===== src/rtl/serial_port_pkg.sv =====
package serial_port_pkg;

  localparam int DATA_W = 8;
  localparam int ADDR_W = 6;

  localparam logic [ADDR_W-1:0] OFF_MODE   = 6'h00;
  localparam logic [ADDR_W-1:0] OFF_STATUS = 6'h04;
  localparam logic [ADDR_W-1:0] OFF_CMD    = 6'h08;
  localparam logic [ADDR_W-1:0] OFF_DATA   = 6'h0C;
  localparam logic [ADDR_W-1:0] OFF_PORT   = 6'h10;
  localparam logic [ADDR_W-1:0] OFF_INT    = 6'h14;
  localparam logic [ADDR_W-1:0] OFF_RATE1  = 6'h18;
  localparam logic [ADDR_W-1:0] OFF_RATE2  = 6'h1C;

  // bit in the first mode register that picks the receive interrupt source
  localparam int MODE_RXSEL_BIT = 6;

  typedef enum logic [2:0] {
    MISC_NONE     = 3'd0,
    MISC_PTR_RST  = 3'd1,
    MISC_RX_RST   = 3'd2,
    MISC_TX_RST   = 3'd3,
    MISC_ERR_RST  = 3'd4,
    MISC_BRK_CLR  = 3'd5,
    MISC_BRK_ON   = 3'd6,
    MISC_BRK_OFF  = 3'd7
  } miscOp_e;

  typedef enum logic [1:0] {
    ENA_KEEP = 2'd0,
    ENA_ON   = 2'd1,
    ENA_OFF  = 2'd2,
    ENA_RSVD = 2'd3
  } enaOp_e;

  typedef enum logic [2:0] {
    RD_ZERO,
    RD_MODE,
    RD_STATUS,
    RD_DATA,
    RD_INT
  } rdSel_e;

  typedef struct packed {
    logic    wrMode;
    logic    wrMask;
    logic    wrTx;
    logic    wrCmd;
    logic    popRx;
    miscOp_e misc;
    enaOp_e  txOp;
    enaOp_e  rxOp;
    rdSel_e  rdSel;
  } ctrlStrobes_t;

endpackage


===== src/rtl/serial_port_ctrl.sv =====
module serial_port_ctrl
  import serial_port_pkg::*;
(
  input  logic [ADDR_W-1:0] busAddr,
  input  logic              busWrEn,
  input  logic              busRdEn,
  input  logic [DATA_W-1:0] busWrData,
  output ctrlStrobes_t      strobes
);

  always_comb begin
    strobes        = '0;
    strobes.misc   = MISC_NONE;
    strobes.txOp   = ENA_KEEP;
    strobes.rxOp   = ENA_KEEP;
    strobes.rdSel  = RD_ZERO;

    if (busWrEn) begin
      unique case (busAddr)
        OFF_MODE: strobes.wrMode = 1'b1;
        OFF_DATA: strobes.wrTx   = 1'b1;
        OFF_INT:  strobes.wrMask = 1'b1;
        OFF_CMD: begin
          strobes.wrCmd = 1'b1;
          strobes.misc  = miscOp_e'(busWrData[6:4]);
          strobes.txOp  = enaOp_e'(busWrData[3:2]);
          strobes.rxOp  = enaOp_e'(busWrData[1:0]);
        end
        default: ;
      endcase
    end

    if (busRdEn) begin
      unique case (busAddr)
        OFF_MODE:   strobes.rdSel = RD_MODE;
        OFF_STATUS: strobes.rdSel = RD_STATUS;
        OFF_DATA: begin
          strobes.rdSel = RD_DATA;
          strobes.popRx = 1'b1;
        end
        OFF_INT:    strobes.rdSel = RD_INT;
        // port change and both rate registers fall through to zero
        default:    strobes.rdSel = RD_ZERO;
      endcase
    end
  end

endmodule


===== src/rtl/serial_port_dp.sv =====
module serial_port_dp
  import serial_port_pkg::*;
#(
  parameter int FIFO_DEPTH = 4
) (
  input  logic              clk,
  input  logic              rstN,
  input  ctrlStrobes_t      strobes,
  input  logic [DATA_W-1:0] busWrData,
  output logic [DATA_W-1:0] busRdData,
  input  logic              rxValid,
  input  logic [DATA_W-1:0] rxData,
  output logic              rxAccept,
  input  logic              breakIn,
  output logic              txValid,
  output logic [DATA_W-1:0] txData,
  output logic              irq
);

  localparam int CNT_W = $clog2(FIFO_DEPTH + 1);
  localparam int IDX_W = (FIFO_DEPTH > 1) ? $clog2(FIFO_DEPTH) : 1;
  localparam logic [CNT_W-1:0] FULL_CNT = CNT_W'(FIFO_DEPTH);

  logic [DATA_W-1:0] modeReg [2];
  logic              modePtr;
  logic [DATA_W-1:0] maskReg;
  logic [DATA_W-1:0] txBuf;
  logic              txEn, txEmpty, rxEn, brkFlag;
  logic [CNT_W-1:0]  rxCnt;
  logic [DATA_W-1:0] rxQ [FIFO_DEPTH];

  logic [DATA_W-1:0] nTxBuf;
  logic              nModePtr, nTxEn, nTxEmpty, nRxEn, nBrk, doSend, doFlush;
  logic [CNT_W-1:0]  nCnt;
  logic [DATA_W-1:0] nQ [FIFO_DEPTH];

  logic              rxAvail, rxFull;
  logic [DATA_W-1:0] statusVal, intVal;

  assign rxAvail  = (rxCnt != '0);
  assign rxFull   = (rxCnt == FULL_CNT);
  assign rxAccept = rxEn && !rxFull;

  assign statusVal = {4'b0000, txEmpty, txEn, rxFull, rxAvail};
  assign intVal    = {5'b00000, brkFlag,
                      (modeReg[0][MODE_RXSEL_BIT] ? rxFull : rxAvail), txEn};
  assign irq       = |(intVal & maskReg);

  always_comb begin
    unique case (strobes.rdSel)
      RD_MODE:   busRdData = modeReg[modePtr];
      RD_STATUS: busRdData = statusVal;
      RD_DATA:   busRdData = rxAvail ? rxQ[0] : '0;
      RD_INT:    busRdData = intVal;
      default:   busRdData = '0;
    endcase
  end

  // next-state, applied in the order the actions take effect
  always_comb begin
    nModePtr = modePtr;
    nTxEn    = txEn;
    nTxEmpty = txEmpty;
    nTxBuf   = txBuf;
    nRxEn    = rxEn;
    nBrk     = brkFlag;
    nCnt     = rxCnt;
    nQ       = rxQ;
    doSend   = 1'b0;
    doFlush  = 1'b0;

    if (strobes.wrMode) nModePtr = 1'b1;

    if (strobes.wrTx) begin
      nTxBuf   = busWrData;
      nTxEmpty = 1'b0;
      if (txEn) begin
        doSend   = 1'b1;
        nTxEmpty = 1'b1;
      end
    end

    if (strobes.wrCmd) begin
      unique case (strobes.misc)
        MISC_PTR_RST: nModePtr = 1'b0;
        MISC_RX_RST: begin
          nRxEn   = 1'b0;
          doFlush = 1'b1;
        end
        MISC_TX_RST: begin
          nTxEn    = 1'b0;
          nTxEmpty = 1'b1;
        end
        MISC_BRK_CLR: nBrk = 1'b0;
        default: ;
      endcase

      unique case (strobes.txOp)
        ENA_ON: begin
          nTxEn = 1'b1;
          if (!nTxEmpty) begin
            doSend   = 1'b1;
            nTxEmpty = 1'b1;
          end
        end
        ENA_OFF: nTxEn = 1'b0;
        default: ;
      endcase

      unique case (strobes.rxOp)
        ENA_ON:  nRxEn = 1'b1;
        ENA_OFF: nRxEn = 1'b0;
        default: ;
      endcase
    end

    if (strobes.popRx && rxAvail) begin
      for (int i = 0; i < FIFO_DEPTH - 1; i++) nQ[i] = nQ[i + 1];
      nCnt = nCnt - 1'b1;
    end

    if (breakIn) begin
      nBrk = 1'b1;
      if (nCnt == FULL_CNT) nCnt = nCnt - 1'b1;
      nQ[nCnt[IDX_W-1:0]] = '0;
      nCnt = nCnt + 1'b1;
    end else if (rxValid && rxAccept) begin
      nQ[nCnt[IDX_W-1:0]] = rxData;
      nCnt = nCnt + 1'b1;
    end

    if (doFlush) nCnt = '0;
  end

  always_ff @(posedge clk or negedge rstN) begin
    if (!rstN) begin
      modeReg[0] <= '0;
      modeReg[1] <= '0;
      modePtr    <= 1'b0;
      maskReg    <= '0;
      txBuf      <= '0;
      txEn       <= 1'b0;
      txEmpty    <= 1'b1;
      rxEn       <= 1'b0;
      brkFlag    <= 1'b0;
      rxCnt      <= '0;
      txValid    <= 1'b0;
      txData     <= '0;
    end else begin
      if (strobes.wrMode) modeReg[modePtr] <= busWrData;
      if (strobes.wrMask) maskReg <= busWrData;
      modePtr <= nModePtr;
      txBuf   <= nTxBuf;
      txEn    <= nTxEn;
      txEmpty <= nTxEmpty;
      rxEn    <= nRxEn;
      brkFlag <= nBrk;
      rxCnt   <= nCnt;
      txValid <= doSend;
      if (doSend) txData <= nTxBuf;
    end
  end

  generate
    for (genvar g = 0; g < FIFO_DEPTH; g++) begin : g_slot
      always_ff @(posedge clk or negedge rstN) begin
        if (!rstN) rxQ[g] <= '0;
        else       rxQ[g] <= nQ[g];
      end
    end
  endgenerate

endmodule


===== src/rtl/serial_port_regs.sv =====
module serial_port_regs
  import serial_port_pkg::*;
#(
  parameter int FIFO_DEPTH = 4
) (
  input  logic              clk,
  input  logic              rstN,
  input  logic [ADDR_W-1:0] busAddr,
  input  logic              busWrEn,
  input  logic [DATA_W-1:0] busWrData,
  input  logic              busRdEn,
  output logic [DATA_W-1:0] busRdData,
  input  logic              rxValid,
  input  logic [DATA_W-1:0] rxData,
  output logic              rxAccept,
  input  logic              breakIn,
  output logic              txValid,
  output logic [DATA_W-1:0] txData,
  output logic              irq
);

  ctrlStrobes_t strobes;

  serial_port_ctrl u_ctrl (
    .busAddr   (busAddr),
    .busWrEn   (busWrEn),
    .busRdEn   (busRdEn),
    .busWrData (busWrData),
    .strobes   (strobes)
  );

  serial_port_dp #(.FIFO_DEPTH(FIFO_DEPTH)) u_dp (
    .clk       (clk),
    .rstN      (rstN),
    .strobes   (strobes),
    .busWrData (busWrData),
    .busRdData (busRdData),
    .rxValid   (rxValid),
    .rxData    (rxData),
    .rxAccept  (rxAccept),
    .breakIn   (breakIn),
    .txValid   (txValid),
    .txData    (txData),
    .irq       (irq)
  );

endmodule


===== config.mk =====
export PLATFORM = sky130hd
export DESIGN_NAME = serial_port_regs
export DESIGN_NICKNAME = d
export VERILOG_FILES = /design/src/rtl/serial_port_pkg.sv /design/src/rtl/serial_port_ctrl.sv /design/src/rtl/serial_port_dp.sv /design/src/rtl/serial_port_regs.sv
export SDC_FILE = /design/constraint.sdc
export NUM_CORES = 1
export LEC_CHECK = 0
export ABC_AREA = 1
export BUFFER_PORTS_ARGS = -buffer_cell sky130_fd_sc_hd__buf_4
export CAP_MARGIN = 20
export CELL_PAD_IN_SITES_DETAIL_PLACEMENT = 0
export CELL_PAD_IN_SITES_GLOBAL_PLACEMENT = 1
export CORE_ASPECT_RATIO = 0.5
export CORE_MARGIN = 3
export CORE_UTILIZATION = 44
export CTS_CLUSTER_SIZE = 12
export DETAILED_ROUTE_END_ITERATION = 7
export GPL_TIMING_DRIVEN = 1
export PLACE_DENSITY_LB_ADDON = 0.08
export SYNTH_ARGS = -nofsm -noshare
export SYNTH_HDL_FRONTEND = slang
export SYNTH_SLANG_ARGS = --single-unit

===== constraint.sdc =====
create_clock -name clk -period 2.44 [get_ports clk]
set_input_delay 0.488 -clock clk [delete_from_list [all_inputs] [get_ports clk]]
set_output_delay 0.488 -clock clk [all_outputs]
set_load 0.01 [all_outputs]

== Word-level counts from Yosys, hierarchy flattened ==
Cells that the tools add are included.

* Register bits after elaboration: 81
* Output and inout port bits: 19
* Logic and storage cells: 124

* Add/sub/neg operators: 4
* Order comparisons: 6
* Eq/ne operators: 18
* Multiplexer cells: 56
* Bitwise operators: 6
* Reductions and logical operators: 18

{| class="wikitable"
|+ Operators with widths
! operator !! count
|-
| $mux W32 || 2
|-
| $mux W8 || 8
|-
| $and A32 B32 Y32 || 1
|-
| $bwmux W32 || 1
|-
| $demux W8 S2 || 2
|-
| $not A32 Y32 || 1
|-
| $pmux W8 S4 || 1
|-
| $mux W1 || 26
|-
| $mux W24 || 1
|-
| $mux W3 || 7
|-
| $bwmux W16 || 1
|-
| $mux W7 || 2
|-
| $eq A3 B2 Y1 const B || 4
|-
| $eq A3 B3 Y1 const B || 4
|-
| $eq A6 B4 Y1 const B || 2
|-
| $pmux W3 S4 || 1
|-
| $reduce_bool A3 Y1 || 3
|-
| $and A3 B8 Y8 || 1
|-
| $demux W8 S1 || 1
|-
| $reduce_or A8 Y1 || 1
|-
| $add A3 B1 Y3 const B || 2
|-
| $eq A3 B1 Y1 const B || 2
|-
| $eq A6 B3 Y1 const B || 1
|-
| $eq A6 B5 Y1 const B || 1
|-
| other kinds (16) || 32
|}

== Logic depth before layout (Yosys ltp) ==
Gate-level depths: netlist of the first run.

* Word-level depth: 16
* Depth in mapped cells: 17

== Cells and area by module ==
Synthesis of the first run repeated with hierarchy kept, for this count alone.

* Cells, all modules: 491
* Area, all modules: 3985.1 µm²

{| class="wikitable"
|+ By module, submodules not included
! module !! times used !! cells each !! area an instance (µm²) !! sequential area each (µm²)
|-
| serial_port_dp || 1 || 448 || 3784.9 || 1903.1
|-
| serial_port_ctrl || 1 || 43 || 200.2 || 0.0
|}

== Least setup slack after synthesis of the first run ==
No wires, ideal clock.

* Kind: input to register
* Start: input port busAddr[5]
* End: register u_dp.rxQ[24] (netlist name)
* Arrival time: 2075 ps
* Required time: 2306 ps
* Slack: 231 ps
* Stages on the path: 12
* Cell sequence: nor2_2 > nand2_1 > nor2_4 > nand3_1 > nand2_1 > inv_1 > ha_1 > inv_1 > nand3_1 > nand2_2 > nor3_4 > nor3_2

{| class="wikitable"
|+ RTL lines
! element !! RTL line !! text
|-
| start: declaration || serial_port_regs.sv:8 || <nowiki>input logic [ADDR_W-1:0] busAddr,</nowiki>
|-
| end signal: indexed assignment || serial_port_dp.sv:168 || <nowiki>else rxQ[g] <= nQ[g];</nowiki>
|-
| end: declaration || serial_port_dp.sv:30 || <nowiki>logic [DATA_W-1:0] rxQ [FIFO_DEPTH];</nowiki>
|}

== Final worst setup path of the first run ==
* Start: input port busAddr[1]
* End: output port busRdData[6]

* Cells in the longest elaborated chain, start to end: 5
* Elaborated cells on any way between the ends: 11
* Classes of those cells: 7 x eq/ne; 3 x mux; 1 x reduce/logical

{| class="wikitable"
|+ Ends and longest elaborated chain
! element !! RTL line !! text
|-
| $eq A6 B5 Y1 (tied with other cells) || serial_port_ctrl.sv:34 || <nowiki>unique case (busAddr)</nowiki>
|-
| $pmux W3 S4 * || serial_port_ctrl.sv:34 ||
|-
| $mux W3 * || serial_port_ctrl.sv:33 || <nowiki>if (busRdEn) begin</nowiki>
|-
| $eq A3 B3 Y1 (tied with other cells) || serial_port_dp.sv:50 || <nowiki>unique case (strobes.rdSel)</nowiki>
|-
| $pmux W8 S4 * || serial_port_dp.sv:50 ||
|-
| end: declaration || serial_port_regs.sv:12 || <nowiki>output logic [DATA_W-1:0] busRdData,</nowiki>
|}

Every way passes the cells marked *; elsewhere a longest branch is shown, timed or not.

==> results of run 1 <==
[metrics by stage]
step	std cells	worst slack [ps]	power (mW)	hold WS, ps	instance area (um^2)
2_1_floorplan	493	231	2.82	192	4070
3_3_place_gp	667	37.5	3.31	463	4710
3_5_place_dp	667	36.4	3.33	471	4710
4_1_cts	683	30.8	4.73	118	5020
5_1_grt	683	2.41	5.05	119	5040
6_report	683	115	4.72	102	5040
[layout by cell type, fill, tap and decap left out, drive strengths merged]
cell        n
bufinv      1
o2111ai     2
o32ai       5
nand2     133
clkinv      5
or2         4
nand4       3
o21ai      58
o22ai       8
a21oi      12
clkbuf     11
nor2       43
or3b        1
dfrtp      75
inv        61
dfstp       1
buf        69
ha         10
nand3      26
nor3       13
o41ai       4
o211ai     14
o221ai      3
clkinvlp    2
o21bai      2
[flip-flops by register name, summed over array words and instances, names as in the netlist]
signal	count
u_dp.txEn	1
u_dp.rxCnt	3
u_dp.modeReg	16
u_dp.txEmpty	1
u_dp.txData	8
u_dp.maskReg	3
u_dp.txBuf	8
u_dp.rxQ	32
u_dp.txValid	1
u_dp.modePtr	1
u_dp.rxEn	1
u_dp.brkFlag	1
[cells in the mapped netlist]
master and n:
nor3_4 2, nand3_4 1, o21ai_4 1, nor3_2 10, o21bai_1 2, o21ai_0 56, buf_2 2, nor2_2 2
or3b_2 1, clkbuf_1 9, nor3_1 1, nor2_4 4, inv_2 1, ha_1 10, inv_1 59, nand3_1 25
o211ai_1 14, buf_6 1, dfstp_2 1, dfrtp_1 75, nand4_1 3, nand2_4 6, o2111ai_1 2, clkinv_1 4
nand2_2 7, o22ai_1 8, a21oi_1 12, o41ai_1 4, nor2_1 37, nand2_1 120, o32ai_1 5, or2_2 4
o21ai_2 1, o221ai_1 3
[area by class of cell]
cell class	count	area, um^2	area share [%]
Clock buffer	11	253	5.02
Timing Repair Buffer	69	543	10.8
Inverter	64	241	4.79
Multi-Input combinational cell	341	1890	37.5
Tap cell	117	146	2.91
Sequential cell	76	1900	37.8
Clock inverter	5	58.8	1.17
[worst min path at each step]
stage               startpoint         endpoint  slack (ps)  cells after the start
2_1_floorplan             rstN     u_dp.brkFlag         190                      0
3_3_place_gp   u_dp.modeReg[1]  u_dp.modeReg[1]         460                      2
3_5_place_dp   u_dp.modeReg[1]  u_dp.modeReg[1]         470                      2
4_1_cts                   rstN   u_dp.txData[7]         120                      1
5_1_grt                   rstN   u_dp.txData[7]         120                      1
6_report                  rstN   u_dp.txData[7]         100                      1
[critical path, cell delays in order]
cell and delay (ps):
buf_4 120, nor2_4 160, nand3_4 140, nand2_1 110, nand2_1 110, buf_4 170, o41ai_1 340, buf_4 200
[layer usage]
layer / up-vias / wire length, um / track usage [%]
met1: 1632 / 5270 / 29.0
met3: 5 / 380 / 5.59
met5: - / 0 / 0
li1: 1779 / - / -
met2: 57 / 4340 / 28.8
met4: 0 / 44 / 4.68
[cells by family after synthesis]
kind of cell    Yosys count  share of synthesized area (%)
simple gates            223                           26.8
flops                    76                           46.7
compound gates          108                           16.2
buf+inv                  76                           7.25
fa+ha+maj                10                           3.07
[power by group through the flow]
stage	logic [mW]	clock network, mW	registers, mW
floorplan	1.05	0	1.78
global placement	1.49	0	1.81
detailed placement	1.51	0	1.82
CTS	1.52	1.41	1.80
global route	1.73	1.48	1.85
finish	1.54	1.38	1.80
==> impl_metrics.tcl, run 1 <==
set metrics [dict create \
    rsz0062_at_grt "false" \
    grt_pass1_wl_um 16200 \
    arrival_ps 1840 \
    comb_power_share_pct 32.5 \
    vias_per_cell 5.08 \
    cts_root_buf "clkbuf_16" \
    synth_nets 531 \
    power_frac_seq_pct 38.2 \
    postCtsSetupBuffers 0 \
    path_max_fanout 5 \
    syn2layout_area_growth_pct 23.7 \
    die_area_mm2 0.0105 \
    core_mm2 0.00886 \
    r2r_cells 13 \
    num_vias 3473 \
    cp-start-kind "input port" \
    clock_latency_ps 340 \
    swShare_pct 34.2 \
    post_drt_wl_per_cell_um 14.7 \
    io_pins 47 \
    leakage_nw 2.43 \
    drive_above_1_share_pct 23.5 \
    fillers 802 \
    die-width_um 142 \
    slew_viol_final 0 \
    hold_violations 0 \
    overflow 0 \
    avgSynthCellArea_um2 8.26 \
    cts_made_buffers 9 \
    dp_hpwl_um 7360 \
    synthesis.area_mm2 0.00407 \
    synth_top_cell_by_area "dfrtp_1" \
    cts_htree_levels 3 \
    skew_ps 8.35 \
    relSlewSlack_pct 63.3 \
    r2r_start "u_dp.rxCnt[0]" \
    ant_nets 0 \
    drt-initial-drc-count 205 \
    required_ps 1950 \
    switchingPower_mw 1.62 \
    grt_max_degree 43 \
    clock_path_buffers 2 \
    dr.pass1.iters 5 \
    initial_utilization_pct 46.0 \
    end_kind "primary output" \
    clock-sinks 76 \
    cts-resized-gates 1 \
    cts_tree "done" \
    num_rows 24 \
    nets 599 \
    ir_worst_vdd_uv 412 \
    antenna_found_initial 0 \
    p_int_mw 3.11 \
    reg2reg_to "u_dp.rxQ[16]" \
    yosys_warnings 0 \
    crit_type "input port to primary output" \
    clockPowerShare_pct 29.3 \
    critPathLaunch "busAddr[1]" \
    max_cap_violations 0 \
    yosysUniqueCellTypes 34 \
    setup_violations 0 \
    period_needed_ps 2330 \
    drcViolationCount 0 \
    grt_usage_pct 19.7 \
    fp.dieH_um 74.0 \
    yosysTopAreaCellShare_pct 46.1 \
    cp-endpoint "busRdData[6]" \
    ys_seq_area_share_pct 46.7 \
    powerDensity_mw_per_mm2 937 \
    postCtsHoldBufs 0 \
    tightest_slew_ps 548 \
    hp-class "input port to async pin" \
    gp_congestion 0.818 \
    fin_util_pct 56.9 \
    status "finished clean" \
    tns_ps 0 \
    rrSetupSlack_ps 240 \
    synth.area.top_cells "dfrtp_1 (46%), nand2_1 (11%), o21ai_0 (6.9%)" \
    routed_wl_um 10000 \
    port-buffer-count 46 \
    clk_pin_slew_ps 60 \
    syn_inst 493 \
    synth_seq_cells 76 \
    fmax_mhz 430 \
    finalCritPeriodShare_pct 95.3 \
    diodes 0 \
    grt_pass1_vias 3204 \
]
Power figures use the tool's default switching activity.
==> inputs of run 2 (changes only) <==
ABC_AREA = not set   (was 1)
CORE_UTILIZATION = 46   (was 44)
==> impl_metrics.tcl, run 2 <==
set metrics [dict create \
    grt_pass1_wl_um 16800 \
    synth_edf_count 0 \
    r2r_start "u_dp.rxCnt[0]" \
    total_power_mw 4.26 \
    synth_nets 389 \
    powerDensity_mw_per_mm2 770 \
    port-buffer-count 46 \
    synth_seq_cells 76 \
    path_cells "buf_6 -> or4_4 -> nor3_4 -> mux2i_4 -> clkinv_2 -> ha_4 -> a21oi_2 -> nor2_1 -> a211oi_2 -> xnor2_2 -> a31oi_4 -> a22o_1" \
    num_rows 23 \
    post_drt_wl_per_cell_um 17.9 \
    max_cap_violations 0 \
    yosys_warnings 0 \
    power_frac_seq_pct 32.4 \
    cts_made_buffers 9 \
    routed_wl_um 10300 \
    syn_inst 351 \
    clock_latency_ps 340 \
    synthMostInstantiatedCell "dfrtp_1" \
    leakage_nw 2.54 \
    end_kind "register" \
    status "finished, violations left" \
    avgSynthCellArea_um2 11.2 \
    r2r_cells 13 \
    drt-initial-drc-count 175 \
    swShare_pct 29.8 \
    hold_violations 0 \
    finalCritPeriodShare_pct 121 \
    cts_tree "done" \
    grt_max_degree 42 \
    seq_area_mm2 0.00190 \
    relSlewSlack_pct 62.6 \
    ys.flop_type "dfrtp_1" \
    drcViolationCount 0 \
    hp-class "input port to async pin" \
    preCtsSetupSlack_ps -827 \
    dr.pass1.iters 4 \
    whs_ps 131 \
    p_int_mw 2.99 \
    reg2reg_to "u_dp.rxQ[7]" \
    overflow 0 \
    setup_slack_ps -508 \
    synthTopCellsByCount "dfrtp_1 (75), nand2_1 (42), mux2_2 (38), mux2i_1 (34), o21ai_0 (28)" \
    comb_power_share_pct 31.3 \
    path_max_fanout 8 \
    dpl-instance-area_mm2 0.00480 \
    skew_ps 7.51 \
    setup_violations 50 \
    ys_seq_area_share_pct 48.6 \
    final_common_cell "buf_4" \
    slew_viol_final 0 \
    period_needed_ps 2950 \
    io_pins 47 \
    regMostFlops "u_dp.rxQ" \
    rrSetupSlack_ps -430 \
    grt_usage_pct 22.6 \
    dp_hpwl_um 7230 \
    die_area_mm2 0.00973 \
    antenna_found_initial 0 \
    ir_worst_vdd_uv 471 \
    vias_per_cell 5.31 \
    die-width_um 137 \
    slowest_delay_ps 550 \
    synth_top_cell_by_area "dfrtp_1" \
    synthesis.area_mm2 0.00392 \
    violations "negative setup slack" \
    gp_congestion 0.881 \
    tightest_slew_ps 562 \
    arrival_ps 3170 \
    nets 496 \
    rsz0062_at_grt "true" \
    clock_path_buffers 2 \
    cts_htree_levels 3 \
    switchingPower_mw 1.27 \
    yosysUniqueCellTypes 48 \
    num_vias 3055 \
    crit_type "input port to register" \
    synth.area.top_cells "dfrtp_1 (48%), mux2_2 (11%), mux2i_1 (8.7%)" \
    critical-path-slowest-cell "or4_4" \
    grt_pass1_vias 3299 \
    required_ps 2660 \
    final_cells 575 \
    drive_above_1_share_pct 48.2 \
    multi_input_area_mm2 0.00220 \
    diodes 0 \
    fin_util_pct 67.9 \
    ant_nets 0 \
    async_reset_ff_share_pct 100 \
    largest_registers "u_dp.rxQ x32, u_dp.modeReg x16" \
    clock-sinks 76 \
    initial_utilization_pct 48.1 \
    cts_root_buf "clkbuf_16" \
    core_mm2 0.00814 \
    yosysTopAreaCellShare_pct 47.9 \
    dp_cells 547 \
    cp-start-kind "input port" \
    tns_ps -14710 \
    fp.dieH_um 71.3 \
    fillers 607 \
    clockPowerShare_pct 36.3 \
    final_area_mm2 0.00553 \
    largest_reg_flops 32 \
    syn2layout_area_growth_pct 41.1 \
    layout_common_cells "buf_4 (93), dfrtp_1 (75), nand2_1 (37), mux2_2 (36), mux2i_1 (34)" \
    fmax_mhz 339 \
    clk_pin_slew_ps 60 \
]
## run 2: cell count changes after synthesis, moves of 7 or more
cell	before	now
nand2_1	120	42
inv_1	59	8
mux2_2	0	38
mux2i_1	0	34
o21ai_0	56	28
nand3_1	25	5
nor2_1	37	17
o211ai_1	14	0
a211oi_1	0	10
a22o_1	0	9
nor3_2	10	2
o22ai_1	8	0
nand2_2	7	0
## run 2: how the worst max path moves through the flow
stage | slack [ps] | end | depth (start not counted) | from
final | -510 | u_dp.rxQ[7] | 12 | busAddr[5]
after global routing | -580 | u_dp.rxQ[1] | 12 | busAddr[5]
after detailed placement | -830 | u_dp.rxQ[6] | 12 | busAddr[0]
after CTS | -380 | u_dp.rxQ[4] | 12 | busAddr[5]
after floorplan | -640 | u_dp.rxQ[0] | 12 | busAddr[0]
after global placement | -710 | u_dp.rxQ[7] | 12 | busAddr[0]
## run 2: power groups by stage
stage               clock network, mW  registers [mW]  logic [mW]
floorplan                           0            1.39       0.648
global placement                    0            1.39        1.07
detailed placement                  0            1.40        1.11
CTS                              1.57            1.38        1.30
global route                     1.63            1.39        1.44
finish                           1.55            1.38        1.33
## run 2: logic make-up (layout without fill, tap and decap cells)
family | after synthesis | after routing | share of synthesized area (%)
simple gates | 101 | 101 | 12.9
flops | 76 | 76 | 48.6
mux | 74 | 74 | 20.5
compound gates | 65 | 65 | 11.3
buf+inv | 21 | 133 | 2.36
fa+ha+maj | 10 | 10 | 3.19
xor+xnor | 4 | 4 | 1.09
## run 2: worst max-delay path, delay by kind of cell
family          cells  cell delay, ps
simple gates        3             900
compound gates      4             880
mux                 1             290
xor+xnor            1             220
buf+inv             2             200
fa+ha+maj           1             190
## run 2: layer usage
layer,global-route usage [%],vias to the layer above,routed length (um)
met2,36.6,70,4940
met4,5.92,0,165
li1,-,1485,-
met1,30.0,1485,4640
met5,0,-,0
met3,6.80,15,571
## run 2: layout make-up
type | instances | share of cell area, %
multi-input combinational | 254 | 39.8
sequential | 76 | 34.4
timing repair buffer | 108 | 16.3
clock buffer | 9 | 4.07
tap | 112 | 2.53
clock inverter | 7 | 2.24
inverter | 9 | 0.634
## run 2: repair_timing
item | CTS | global route
pin swaps | 27 | 11
hold buffers | 0 | 0
hold endpoints to repair | 0 | 0
endpoints found under the setup margin | 49 | 52
resized for setup | 63 | 22
setup buffers | 9 | 3
==> inputs of run 3 (changes only) <==
CORE_UTILIZATION = 50   (was 46)
clock period = 3.49 ns   (was 2.44 ns; I/O delays follow)
==> impl_metrics.tcl, run 3 (synthesized netlist as in run 2, its figures left out) <==
set metrics [dict create \
    status "finished clean" \
    die-width_um 131 \
    layout_common_cells "dfrtp_1 (75), buf_4 (59), nand2_1 (42), mux2_2 (38), mux2i_1 (34)" \
    drcViolationCount 0 \
    clock_path_buffers 2 \
    powerDensity_mw_per_mm2 540 \
    finalCritPeriodShare_pct 91.3 \
    required_ps 3760 \
    seq_area_mm2 0.00190 \
    clock-sinks 76 \
    ant_nets 0 \
    final_common_cell "dfrtp_1" \
    grt_pass1_vias 2872 \
    largest_reg_flops 32 \
    whs_ps 490 \
    cts_htree_levels 3 \
    syn2layout_area_growth_pct 21.7 \
    preCtsSetupSlack_ps -52.8 \
    total_power_mw 2.57 \
    fp.dieH_um 68.6 \
    critical-path-slowest-cell "or4_4" \
    dp_hpwl_um 6580 \
    die_area_mm2 0.00900 \
    dp_cells 506 \
    max_cap_violations 0 \
    setup_slack_ps 303 \
    setup_violations 0 \
    cp-start-kind "input port" \
    cts_tree "done" \
    skew_ps 5.77 \
    path_max_fanout 8 \
    ir_worst_vdd_uv 359 \
    routed_wl_um 9060 \
    regMostFlops "u_dp.rxQ" \
    clk_pin_slew_ps 60 \
    clock_latency_ps 340 \
    final_cells 522 \
    nets 447 \
    dr.pass1.iters 4 \
    grt_max_degree 77 \
    end_kind "register" \
    fillers 608 \
    multi_input_area_mm2 0.00194 \
    drt-initial-drc-count 193 \
    grt_usage_pct 21.6 \
    antenna_found_initial 0 \
    io_pins 47 \
    overflow 0 \
    slew_viol_final 0 \
    tightest_slew_ps 930 \
    crit_type "input port to register" \
    hp-class "register to register" \
    port-buffer-count 46 \
    cts_root_buf "clkbuf_16" \
    cts_made_buffers 9 \
    arrival_ps 3460 \
    grt_pass1_wl_um 14800 \
    cp_top_family "simple AND/OR/NAND/NOR gates" \
    period_needed_ps 3190 \
    path_cells "buf_4 -> or4_4 -> nor3_4 -> mux2i_2 -> clkinv_2 -> ha_1 -> nand2_1 -> nor4_1 -> a211oi_2 -> xnor2_2 -> a31oi_4 -> a22o_1" \
    gp_congestion 0.790 \
    num_rows 22 \
    postCtsHoldBufs 0 \
    fmax_mhz 314 \
    largest_registers "u_dp.rxQ x32, u_dp.modeReg x16" \
    initial_utilization_pct 52.5 \
    vias_per_cell 5.49 \
    num_vias 2868 \
    post_drt_wl_per_cell_um 17.4 \
    slowest_delay_ps 570 \
    crit_buf_inv 2 \
    rsz0062_at_grt "false" \
    diodes 0 \
    relSlewSlack_pct 38.0 \
    leakage_nw 2.19 \
    drive_above_1_share_pct 31.6 \
    hold_violations 0 \
    core_mm2 0.00746 \
]
run 3: layout make-up:
class,instances,area share (%)
Tap cell,108,2.83
Inverter,9,0.734
Clock buffer,10,4.80
Clock inverter,6,1.86
Multi-Input combinational cell,254,40.6
Sequential cell,76,39.9
Timing Repair Buffer,59,9.28
run 3: timing repair:
| action | CTS | global route |
|---|---|---|
| resized for setup | 0 | 1 |
| endpoints found under the setup margin | 0 | 13 |
| setup buffers | 0 | 0 |
run 3: per-stage QoR:
step                utilization (%)  instance area (um^2)  TNS (ps)
finish                         64.0                  4770         0
global route                   64.0                  4770         0
CTS                            63.9                  4770         0
detailed placement             59.7                  4450      -489
global placement               59.7                  4450         0
floorplan                         -                  3920         0
run 3: metal layers:
metal	vias up	GRT usage, %	wire [um]
li1	1374	-	-
met1	1415	28.3	4210
met2	66	35.1	4180
met3	13	7.32	561
met4	0	6.28	113
met5	-	0	0
run 3: worst reg2reg max path: cells and delay by family, from the launching register on:
family | cells | cell delay, ps
fa+ha+maj | 2 | 530
simple gates | 4 | 720
buf+inv | 2 | 210
xor+xnor | 1 | 160
compound gates | 3 | 780
flops | 1 | 380
mux | 1 | 290
run 3: worst paths after layout:
| kind | from | end | slack, ps | cells after the start |
|---|---|---|---|---|
| max | busAddr[5] | u_dp.rxQ[1] | 300 | 12 |
| max in group asynchronous | rstN | u_dp.modeReg[12] | 2390 | 1 |
| min | u_dp.txBuf[0] | u_dp.txBuf[0] | 490 | 1 |
| min reg2reg | u_dp.txBuf[0] | u_dp.txBuf[0] | 490 | 1 |
| max reg2reg | u_dp.rxCnt[0] | u_dp.rxQ[1] | 350 | 13 |
| min in group asynchronous | rstN | u_dp.rxQ[10] | 500 | 1 |
run 3: report_power, final:
part           internal [mW]  switching, mW
combinational          0.262          0.342
clock                  0.626          0.363
sequential             0.936         0.0456
total                   1.82          0.751
